[src/rtl/hl_clkdiv_pkg.sv]
package hl_clkdiv_pkg;
   localparam logic ADDR_CFG  = 1'b0;
   localparam logic ADDR_GATE = 1'b1;

   function automatic int max_i(input int a, input int b);
      return (a > b) ? a : b;
   endfunction

   // true when [a_pos, a_pos+a_w) and [b_pos, b_pos+b_w) share a bit
   function automatic bit spans_overlap(input int a_pos, input int a_w,
                                        input int b_pos, input int b_w);
      return (a_pos < b_pos + b_w) && (b_pos < a_pos + a_w);
   endfunction
endpackage

[src/rtl/hl_cfg_regs.sv]
module hl_cfg_regs
   import hl_clkdiv_pkg::*;
#(
   parameter int DATA_W   = 32,
   parameter int HI_W     = 8,
   parameter int LO_W     = 8,
   parameter int EN_POS   = 0,
   parameter int HI_POS   = 8,
   parameter int LO_POS   = 16,
   parameter bit HAS_GATE = 1'b1
) (
   input  logic              clk_i,
   input  logic              rst_i,
   input  logic              wr_i,
   input  logic              addr_i,
   input  logic [DATA_W-1:0] wdata_i,
   output logic [DATA_W-1:0] rdata_o,
   output logic              sh_en_o,
   output logic [HI_W-1:0]   sh_hi_o,
   output logic [LO_W-1:0]   sh_lo_o,
   output logic              sh_gate_o
);
   logic            en_q;
   logic [HI_W-1:0] hi_q;
   logic [LO_W-1:0] lo_q;

   always_ff @(posedge clk_i) begin
      if (rst_i) begin
         en_q <= 1'b0;
         hi_q <= '0;
         lo_q <= '0;
      end else if (wr_i && addr_i == ADDR_CFG) begin
         en_q <= wdata_i[EN_POS];
         hi_q <= wdata_i[HI_POS +: HI_W];
         lo_q <= wdata_i[LO_POS +: LO_W];
      end
   end

   generate
      if (HAS_GATE) begin : g_gate
         logic gate_q;
         always_ff @(posedge clk_i) begin
            if (rst_i)
               gate_q <= 1'b0;
            else if (wr_i && addr_i == ADDR_GATE)
               gate_q <= wdata_i[0];
         end
         assign sh_gate_o = gate_q;
      end else begin : g_no_gate
         assign sh_gate_o = 1'b1;
      end
   endgenerate

   // write data bits outside the fields are dropped on purpose
   logic unused_wdata;
   assign unused_wdata = ^wdata_i;

   always_comb begin
      rdata_o = '0;
      if (addr_i == ADDR_CFG) begin
         rdata_o[EN_POS]           = en_q;
         rdata_o[HI_POS +: HI_W]   = hi_q;
         rdata_o[LO_POS +: LO_W]   = lo_q;
      end else begin
         rdata_o[0] = sh_gate_o;
      end
   end

   assign sh_en_o = en_q;
   assign sh_hi_o = hi_q;
   assign sh_lo_o = lo_q;
endmodule

[src/rtl/hl_phase_cnt.sv]
module hl_phase_cnt
   import hl_clkdiv_pkg::*;
#(
   parameter int HI_W = 8,
   parameter int LO_W = 8
) (
   input  logic            clk_i,
   input  logic            rst_i,
   input  logic            sh_en_i,
   input  logic [HI_W-1:0] sh_hi_i,
   input  logic [LO_W-1:0] sh_lo_i,
   input  logic            sh_gate_i,
   output logic            act_en_o,
   output logic [HI_W-1:0] act_hi_o,
   output logic [LO_W-1:0] act_lo_o,
   output logic            div_o,
   output logic            gate_o
);
   localparam int CNT_W = max_i(HI_W, LO_W);

   logic             act_en_q;
   logic [HI_W-1:0]  act_hi_q;
   logic [LO_W-1:0]  act_lo_q;
   logic [CNT_W-1:0] cnt_q, cnt_d;
   logic             div_q, div_d;
   logic             gate_q;
   logic             low_done, load;

   // last cycle of a full low phase, or idle in bypass
   assign low_done = !div_q && (cnt_q == '0);
   assign load     = !act_en_q || low_done;

   always_comb begin
      div_d = div_q;
      cnt_d = cnt_q;
      if (load) begin
         div_d = sh_en_i;
         cnt_d = sh_en_i ? CNT_W'(sh_hi_i) : CNT_W'(sh_lo_i);
      end else if (cnt_q == '0) begin
         div_d = 1'b0;
         cnt_d = CNT_W'(act_lo_q);
      end else begin
         cnt_d = cnt_q - 1'b1;
      end
   end

   always_ff @(posedge clk_i) begin
      if (rst_i) begin
         act_en_q <= 1'b0;
         act_hi_q <= '0;
         act_lo_q <= '0;
         div_q    <= 1'b0;
         cnt_q    <= '0;
         gate_q   <= 1'b0;
      end else begin
         if (load) begin
            act_en_q <= sh_en_i;
            act_hi_q <= sh_hi_i;
            act_lo_q <= sh_lo_i;
         end
         div_q <= div_d;
         cnt_q <= cnt_d;
         // a high pulse that continues across this edge keeps its gate
         if (!div_q || !div_d)
            gate_q <= sh_gate_i;
      end
   end

   assign act_en_o = act_en_q;
   assign act_hi_o = act_hi_q;
   assign act_lo_o = act_lo_q;
   assign div_o    = div_q;
   assign gate_o   = gate_q;
endmodule

[src/rtl/hl_clkdiv.sv]
module hl_clkdiv
   import hl_clkdiv_pkg::*;
#(
   parameter int DATA_W   = 32,
   parameter int HI_W     = 8,
   parameter int LO_W     = 8,
   parameter int EN_POS   = 0,
   parameter int HI_POS   = 8,
   parameter int LO_POS   = 16,
   parameter bit HAS_GATE = 1'b1,
   localparam int RAT_W   = max_i(HI_W, LO_W) + 2
) (
   input  logic              clk_i,
   input  logic              rst_i,
   input  logic              wr_i,
   input  logic              addr_i,
   input  logic [DATA_W-1:0] wdata_i,
   output logic [DATA_W-1:0] rdata_o,
   output logic              clk_o,
   output logic [RAT_W-1:0]  ratio_o
);
   generate
      if (HI_W < 1 || LO_W < 1) begin : g_bad_width
         $error("hl_clkdiv: field widths must be at least 1");
      end
      if (HI_POS + HI_W > DATA_W || LO_POS + LO_W > DATA_W || EN_POS >= DATA_W) begin : g_bad_fit
         $error("hl_clkdiv: a field does not fit in DATA_W");
      end
      if (spans_overlap(HI_POS, HI_W, LO_POS, LO_W) ||
          spans_overlap(EN_POS, 1, HI_POS, HI_W) ||
          spans_overlap(EN_POS, 1, LO_POS, LO_W)) begin : g_bad_overlap
         $error("hl_clkdiv: configuration fields overlap");
      end
   endgenerate

   logic            sh_en, sh_gate;
   logic [HI_W-1:0] sh_hi, act_hi;
   logic [LO_W-1:0] sh_lo, act_lo;
   logic            act_en, div_q, gate_q;

   hl_cfg_regs #(
      .DATA_W(DATA_W), .HI_W(HI_W), .LO_W(LO_W),
      .EN_POS(EN_POS), .HI_POS(HI_POS), .LO_POS(LO_POS),
      .HAS_GATE(HAS_GATE)
   ) u_regs (
      .clk_i(clk_i), .rst_i(rst_i), .wr_i(wr_i), .addr_i(addr_i),
      .wdata_i(wdata_i), .rdata_o(rdata_o),
      .sh_en_o(sh_en), .sh_hi_o(sh_hi), .sh_lo_o(sh_lo), .sh_gate_o(sh_gate)
   );

   hl_phase_cnt #(.HI_W(HI_W), .LO_W(LO_W)) u_cnt (
      .clk_i(clk_i), .rst_i(rst_i),
      .sh_en_i(sh_en), .sh_hi_i(sh_hi), .sh_lo_i(sh_lo), .sh_gate_i(sh_gate),
      .act_en_o(act_en), .act_hi_o(act_hi), .act_lo_o(act_lo),
      .div_o(div_q), .gate_o(gate_q)
   );

   assign clk_o   = act_en ? (div_q & gate_q) : (clk_i & gate_q);
   assign ratio_o = act_en ? (RAT_W'(act_hi) + RAT_W'(act_lo) + RAT_W'(2))
                           : RAT_W'(1);
endmodule

[config.mk]
export PLATFORM = sky130hd
export DESIGN_NAME = hl_clkdiv
export DESIGN_NICKNAME = d
export VERILOG_FILES = /design/src/rtl/hl_clkdiv_pkg.sv /design/src/rtl/hl_cfg_regs.sv /design/src/rtl/hl_phase_cnt.sv /design/src/rtl/hl_clkdiv.sv
export SDC_FILE = /design/constraint.sdc
export NUM_CORES = 1
export LEC_CHECK = 0
export BUFFER_PORTS_ARGS = -buffer_cell sky130_fd_sc_hd__buf_2
export CAP_MARGIN = 10
export CORE_MARGIN = 2
export CORE_UTILIZATION = 47
export DETAILED_ROUTE_END_ITERATION = 10
export HOLD_SLACK_MARGIN = 0.12
export PLACE_DENSITY = 0.77
export SKIP_CTS_REPAIR_TIMING = 1
export SLEW_MARGIN = 20
export SYNTH_ARGS = -nofsm -noshare
export SYNTH_HDL_FRONTEND = slang
export SYNTH_SLANG_ARGS = --single-unit
[constraint.sdc]
create_clock -name clk_i -period 2.08 [get_ports clk_i]
set_input_delay 0.208 -clock clk_i [delete_from_list [all_inputs] [get_ports clk_i]]
set_output_delay 0.208 -clock clk_i [all_outputs]
set_load 0.02 [all_outputs]
==> results of run 1 <==
[layer usage]
metal | track usage (%) | vias up | wire length [um]
met5 | 0 | - | 0
met4 | 6.21 | 0 | 97
met3 | 5.91 | 15 | 444
met2 | 34.4 | 112 | 3700
met1 | 27.5 | 1215 | 2970
li1 | - | 1248 | -
[cell usage in the layout, fill, tap and decap left out, drive strengths merged, types with 3 or more instances in the layout]
cell         synthesis  routed
clkbuf              14       9
mux2i               26      26
a21oi               28      28
a31oi                5       5
dlygate4sd3          0      18
nor2                24      24
and2                 4       4
xor2                 3       3
nand2               47      47
buf                 19      78
o21ai               10      10
ha                  16      16
nand2b               7       7
conb                 1      15
inv                  8       8
dfxtp               45      45
o22ai                5       5
nor2b               18      18
[area by class of cell]
| type | instances | area (um^2) | share of cell area [%] |
|---|---|---|---|
| multi-input cells | 246 | 1700 | 47.6 |
| flip-flops and latches | 45 | 905 | 25.3 |
| repair buffers | 95 | 692 | 19.3 |
| clock buffers | 10 | 119 | 3.32 |
| well taps | 72 | 90.1 | 2.52 |
| clock inverters | 2 | 38.8 | 1.08 |
| inverters | 8 | 30.0 | 0.840 |
[registers in the layout (all words and copies together) (netlist names)]
register	count
u_regs.sh_gate_o	1
u_cnt.act_hi_o	8
u_cnt.gate_o	1
u_cnt.act_lo_o	8
u_cnt.cnt_q	8
u_cnt.div_o	1
u_cnt.act_en_o	1
u_regs.sh_en_o	1
u_regs.sh_lo_o	8
u_regs.sh_hi_o	8
[stage by stage]
step                utilization (%)  std cells  TNS [ns]  worst slack [ns]
floorplan                         -        332         0            0.0106
global placement               56.2        446    -0.210           -0.0820
global route                   65.3        478     -3.44            -0.532
CTS                            59.0        457     -3.41            -0.552
finish                         65.3        478     -2.55            -0.413
detailed placement             56.2        446    -0.310            -0.111
[cells by family after synthesis]
family	count (synthesis)	synth area share, %
AND/OR/NAND/NOR	119	22.6
AO/OA/AOI/OAI	64	15.1
flip-flops	45	33.9
buffers and inverters	41	8.52
multiplexers	27	10.2
adder cells (fa/ha/maj)	17	8.29
XOR/XNOR	4	1.32
other	1	0.141
[where the power goes]
group | internal (mW) | switching, mW | total [mW]
sequential | 0.895 | 0.0382 | 0.933
combinational | 0.172 | 0.218 | 0.390
clock | 0.491 | 0.340 | 0.831
total | 1.56 | 0.597 | 2.15
[worst max-delay path by stage]
stage                       from          to  cells after the start
2_1_floorplan  u_cnt.act_lo_o[1]  ratio_o[7]                      8
3_3_place_gp   u_cnt.act_hi_o[1]  ratio_o[8]                      9
3_5_place_dp   u_cnt.act_hi_o[2]  ratio_o[8]                      7
4_1_cts        u_cnt.act_hi_o[2]  ratio_o[8]                      7
5_1_grt        u_cnt.act_lo_o[1]  ratio_o[8]                     10
6_report       u_cnt.act_lo_o[7]  ratio_o[8]                      6
==> impl_metrics.csv, run 1 <==
group,metric,value,unit
drt,wl_per_cell,15.1,um
worst_setup_path,reg2reg_from,"u_cnt.cnt_q[1]",
floorplanning,core,0.00547,mm^2
global_route,grt-ovfl-total,0,
synthesis,syn-instance-count,318,
timing,setup_violations,8,
run_status,status,"finished with violations",
floorplanning,start_util,48.6,%
synthesis,synth_common_cells,"nand2_1 (47), dfxtp_1 (45), a21oi_1 (28)",
synthesis,yosys_warnings,0,
synthesis,ys.flop_type,"dfxtp_1",
timing,slew_headroom,55.9,%
worst_setup_path,r2r_setup_slack,0.10,ns
worst_hold_path,worst_hold_path.endpoint,"u_cnt.act_lo_o[4]",
synthesis,synthMostInstantiatedCell,"nand2_1",
worst_setup_path,crit_type,"flop to output pin",
synthesis,synth-seq-cells,45,
power_and_ir_drop,leakagePower,1.69,nW
global_route,antenna_found_initial,0,
worst_setup_path,slowest_stage,"dfxtp_1",
timing,whs,0.227,ns
worst_setup_path,crit_top_cell,"ha_1",
synthesis,synth_area_leaders,"dfxtp_1 (34%), mux2i_1 (9.8%), ha_1 (7.5%)",
drt,num_vias,2590,
place,port_buffers,48,
worst_setup_path,start_kind,"flop",
worst_setup_path,worstReg2RegEnd,"u_cnt.cnt_q[5]",
drt,drc,0,
timing,fin_crit_sh,120,%
timing,max_freq,0.401,GHz
drt,vias_per_cell,5.42,
finish,drive_above_1_share,28.6,%
drt,postRouteWirelength,7210,um
timing,tightest_slew,0.658,ns
place,place.gp.congestion,0.912,
synthesis,synthDominantAreaCellType,"dfxtp_1",
synthesis,async_flop_share,0,%
drt,drt_pass1_iterations,4,
run_status,failed_checks,"setup timing",
synthesis,avgSynthCellArea,8.36,um^2
timing,finalWorstSetupSlack,-0.413,ns
worst_hold_path,hold_path_class,"input pin to flop",
global_route,grt_max_degree,25,
place,dpl_cell_area,0.00308,mm^2
finish,syn_to_final_growth,34.6,%
finish,antennaDiodeCount,0,
synthesis,synth_top_area_share,33.9,%
worst_hold_path,min-delay-start,"rst_i",
finish,fin_nets,458,
synthesis,syn_area,0.00266,mm^2
place,hpwl,4590,um
worst_setup_path,cpPeakStageDelay,0.40,ns
global_route,grt_util_all_layers,21.2,%
timing,hold_violations,0,
worst_hold_path,min_delay_path_depth,2,
floorplanning,die-area,0.00627,mm^2
floorplanning,io_pins,79,
finish,final_cell_area,0.00358,mm^2
power_and_ir_drop,total_power,2.15,mW
timing,drv_slew,0,
synthesis,synth_edf_count,0,
clock_tree,cts_tree,"built",
synthesis,yosysSeqAreaShare,33.9,%
finish,fillers,429,
global_route,grt_first_pass_wirelength,10400,um
floorplanning,die_x,79.2,um
power_and_ir_drop,pwr_density_cell,602,mW/mm^2
worst_setup_path,path_delay_family,"adder cells",
drt,drt_iter0_drc,181,
floorplanning,dieHeight,79.2,um
worst_setup_path,rr_worst_depth,7,
global_route,grt_pass1_vias,2166,
power_and_ir_drop,vdd_ir_drop_max,0.475,mV
worst_setup_path,critPathRequiredTime,1.87,ns
worst_setup_path,cp_cell_sequence,"ha_1 > ha_1 > or3_1 > o211ai_1 > mux2i_2 > buf_4",
synthesis,yosysUniqueCellTypes,53,
floorplanning,rows,27,
timing,rsz0062_at_grt,"true",
worst_setup_path,arrival,2.28,ns
clock_tree,insertion_delay,0.41,ns
worst_setup_path,cp-end-kind,"output pin",
clock_tree,clkTransAtPathRegs,0.09,ns
timing,finClkSkew,0.0101,ns
worst_setup_path,path_buf_inv,1,
run,maxCapViolations,0,
worst_setup_path,critPathMaxFanout,3,
timing,post-route-min-period,2.49,ns
drt,final_antenna_net_count,0,
No activity file was read; power rests on OpenSTA's default activity.
==> inputs of run 2 (changes only) <==
--- a/config.mk
+++ b/config.mk
@@ -8,9 +8,11 @@
 export BUFFER_PORTS_ARGS = -buffer_cell sky130_fd_sc_hd__buf_2
 export CAP_MARGIN = 10
+export CELL_PAD_IN_SITES_DETAIL_PLACEMENT = 1
+export CELL_PAD_IN_SITES_GLOBAL_PLACEMENT = 1
 export CORE_MARGIN = 2
-export CORE_UTILIZATION = 47
+export CORE_UTILIZATION = 34
 export DETAILED_ROUTE_END_ITERATION = 10
 export HOLD_SLACK_MARGIN = 0.12
-export PLACE_DENSITY = 0.77
+export PLACE_DENSITY_LB_ADDON = 0.1
 export SKIP_CTS_REPAIR_TIMING = 1
 export SLEW_MARGIN = 20
==> constraint.sdc (replaced) <==
create_clock -name clk_i -period 2.08 [get_ports clk_i]
set_input_delay 0.52 -clock clk_i [delete_from_list [all_inputs] [get_ports clk_i]]
set_output_delay 0.52 -clock clk_i [all_outputs]
set_load 0.02 [all_outputs]
==> run 2 against run 1 <==
  * The run still ends with setup timing left
  * Sequential share of layout area rose by 0.69 points
  * Final cell count increased by 4.8%
  * Sequential cell count did not move
  * Combinational power fell by 3%
  * Final area decreased by 1.4%
  * Critical endpoint is now ratio_o[9]
  * Clock power decreased by 20%
  * Via count decreased by 5.0%
  * First-iteration DRC count shrank 48%
==> impl_metrics.csv, run 2 (same netlist as run 1, synthesis figures left out) <==
group,metric,value,unit
drt,drc,0,
worst_setup_path,r2r_setup_slack,0.17,ns
drt,drt_iter0_drc,95,
timing,fin_crit_sh,136,%
clock_tree,insertion_delay,0.41,ns
worst_hold_path,min-delay-start,"wdata_i[8]",
global_route,use_met2,30.4,%
worst_setup_path,critPathMaxFanout,4,
run,maxCapViolations,0,
power_and_ir_drop,leakagePower,1.64,nW
run_status,failed_checks,"setup timing",
worst_setup_path,slowest_stage,"fa_2",
global_route,grt-busiest-layer,"met2",
timing,max_freq,0.353,GHz
timing,setup_violations,8,
global_route,grt_pass1_vias,2480,
place,place.gp.congestion,0.796,
floorplanning,dieHeight,92.4,um
global_route,grt_first_pass_wirelength,12500,um
worst_setup_path,reg2reg_from,"u_cnt.cnt_q[1]",
place,port_buffers,48,
finish,most-common-layout-cells,"nand2_1 (47), buf_4 (44), buf_2 (39)",
timing,post-route-min-period,2.83,ns
worst_hold_path,hold_path_class,"input pin to flop",
worst_setup_path,arrival,2.31,ns
worst_setup_path,crit_path_start,"u_cnt.act_lo_o[1]",
drt,drt_pass1_iterations,4,
global_route,grt-ovfl-total,0,
finish,final_common_cell,"nand2_1",
clock_tree,cts_tree,"built",
floorplanning,rows,32,
timing,fin_tns_setup,-4.72,ns
drt,wl_per_cell,15.3,um
finish,antennaDiodeCount,0,
global_route,antenna_found_initial,0,
worst_setup_path,critPathRequiredTime,1.56,ns
run_status,status,"finished with violations",
floorplanning,core,0.00765,mm^2
finish,drive_above_1_share,34.6,%
finish,syn_to_final_growth,32.6,%
worst_setup_path,start_kind,"flop",
drt,num_vias,2460,
timing,finalWorstSetupSlack,-0.755,ns
power_and_ir_drop,pwr_density_cell,561,mW/mm^2
timing,slew_headroom,52.1,%
worst_setup_path,cp_cell_sequence,"inv_2 > ha_4 > inv_2 > ha_4 > fa_2 > a21oi_2 > o21ai_2 > o2111a_1 > buf_6",
place,hpwl,5670,um
clock_tree,clkTransAtPathRegs,0.09,ns
floorplanning,io_pins,79,
floorplanning,die-area,0.00854,mm^2
worst_setup_path,crit_type,"flop to output pin",
floorplanning,start_util,34.8,%
finish,fin_nets,451,
timing,drv_slew,0,
drt,vias_per_cell,4.91,
drt,postRouteWirelength,7670,um
global_route,met3_usage,4.39,%
timing,hold_violations,0,
finish,post-route-util,46.1,%
worst_setup_path,cp-end-kind,"output pin",
timing,rsz0062_at_grt,"true",
power_and_ir_drop,vdd_ir_drop_max,0.259,mV
floorplanning,die_x,92.4,um
global_route,met1_usage,24.7,%
timing,tightest_slew,0.715,ns
global_route,grt_max_degree,33,
drt,final_antenna_net_count,0,
timing,finClkSkew,0.0112,ns
global_route,grt_util_all_layers,18.7,%
worst_setup_path,cpPeakStageDelay,0.36,ns
## run 2: cell types whose count changed in the layout (fill, tap and decap cells not counted), sizes merged
cell         before  now
bufinv            1    0
clkinv            1    0
dlygate4sd3      18    0
clkbuf            9    8
clkinvlp          0    2
buf              78   90
## run 2: final timing paths
kind / end / depth (start not counted)
worst max-delay path: ratio_o[9] / 9
worst min register to register: u_regs.sh_gate_o / 2
worst max register to register: u_cnt.cnt_q[7] / 7
worst min-delay path: u_regs.sh_hi_o[0] / 3
## run 2: per-layer routing
metal,up-vias,wire (um)
met5,-,0
met4,0,73
met3,8,254
met2,56,3630
met1,1162,3710
li1,1234,-
## run 2: final cells by class
cell class	count	area, um^2
Clock buffer	9	108
Tap cell	102	128
Sequential cell	45	916
Inverter	8	30.0
Clock inverter	2	15.0
Fill cell	921	4120
Timing Repair Buffer	89	606
Multi-Input combinational cell	246	1720
## run 2: power by group
group          total [mW]  switching (mW)  internal (mW)  leakage, nW
Sequential          0.934          0.0397          0.894        0.371
Clock               0.666           0.339          0.327       0.0615
Combinational       0.377           0.215          0.162         1.21
## run 2: critical path, delay by kind of cell (launching register included)
| family | cells | cell delay, ns |
|---|---|---|
| flops | 1 | 0.34 |
| compound gates | 3 | 0.58 |
| buf+inv | 3 | 0.20 |
| fa+ha+maj | 3 | 0.77 |
## run 2: through the flow
stage	area (um^2)	power (mW)	worst slack (ns)	instances	hold WS [ns]
after floorplan	2750	1.21	-0.254	332	0.449
after global placement	3250	1.32	-0.338	491	0.469
after detailed placement	3250	1.33	-0.373	491	0.482
after CTS	3380	2.03	-0.835	502	0.330
after global routing	3520	2.09	-0.864	501	0.324
final	3520	1.98	-0.755	501	0.339
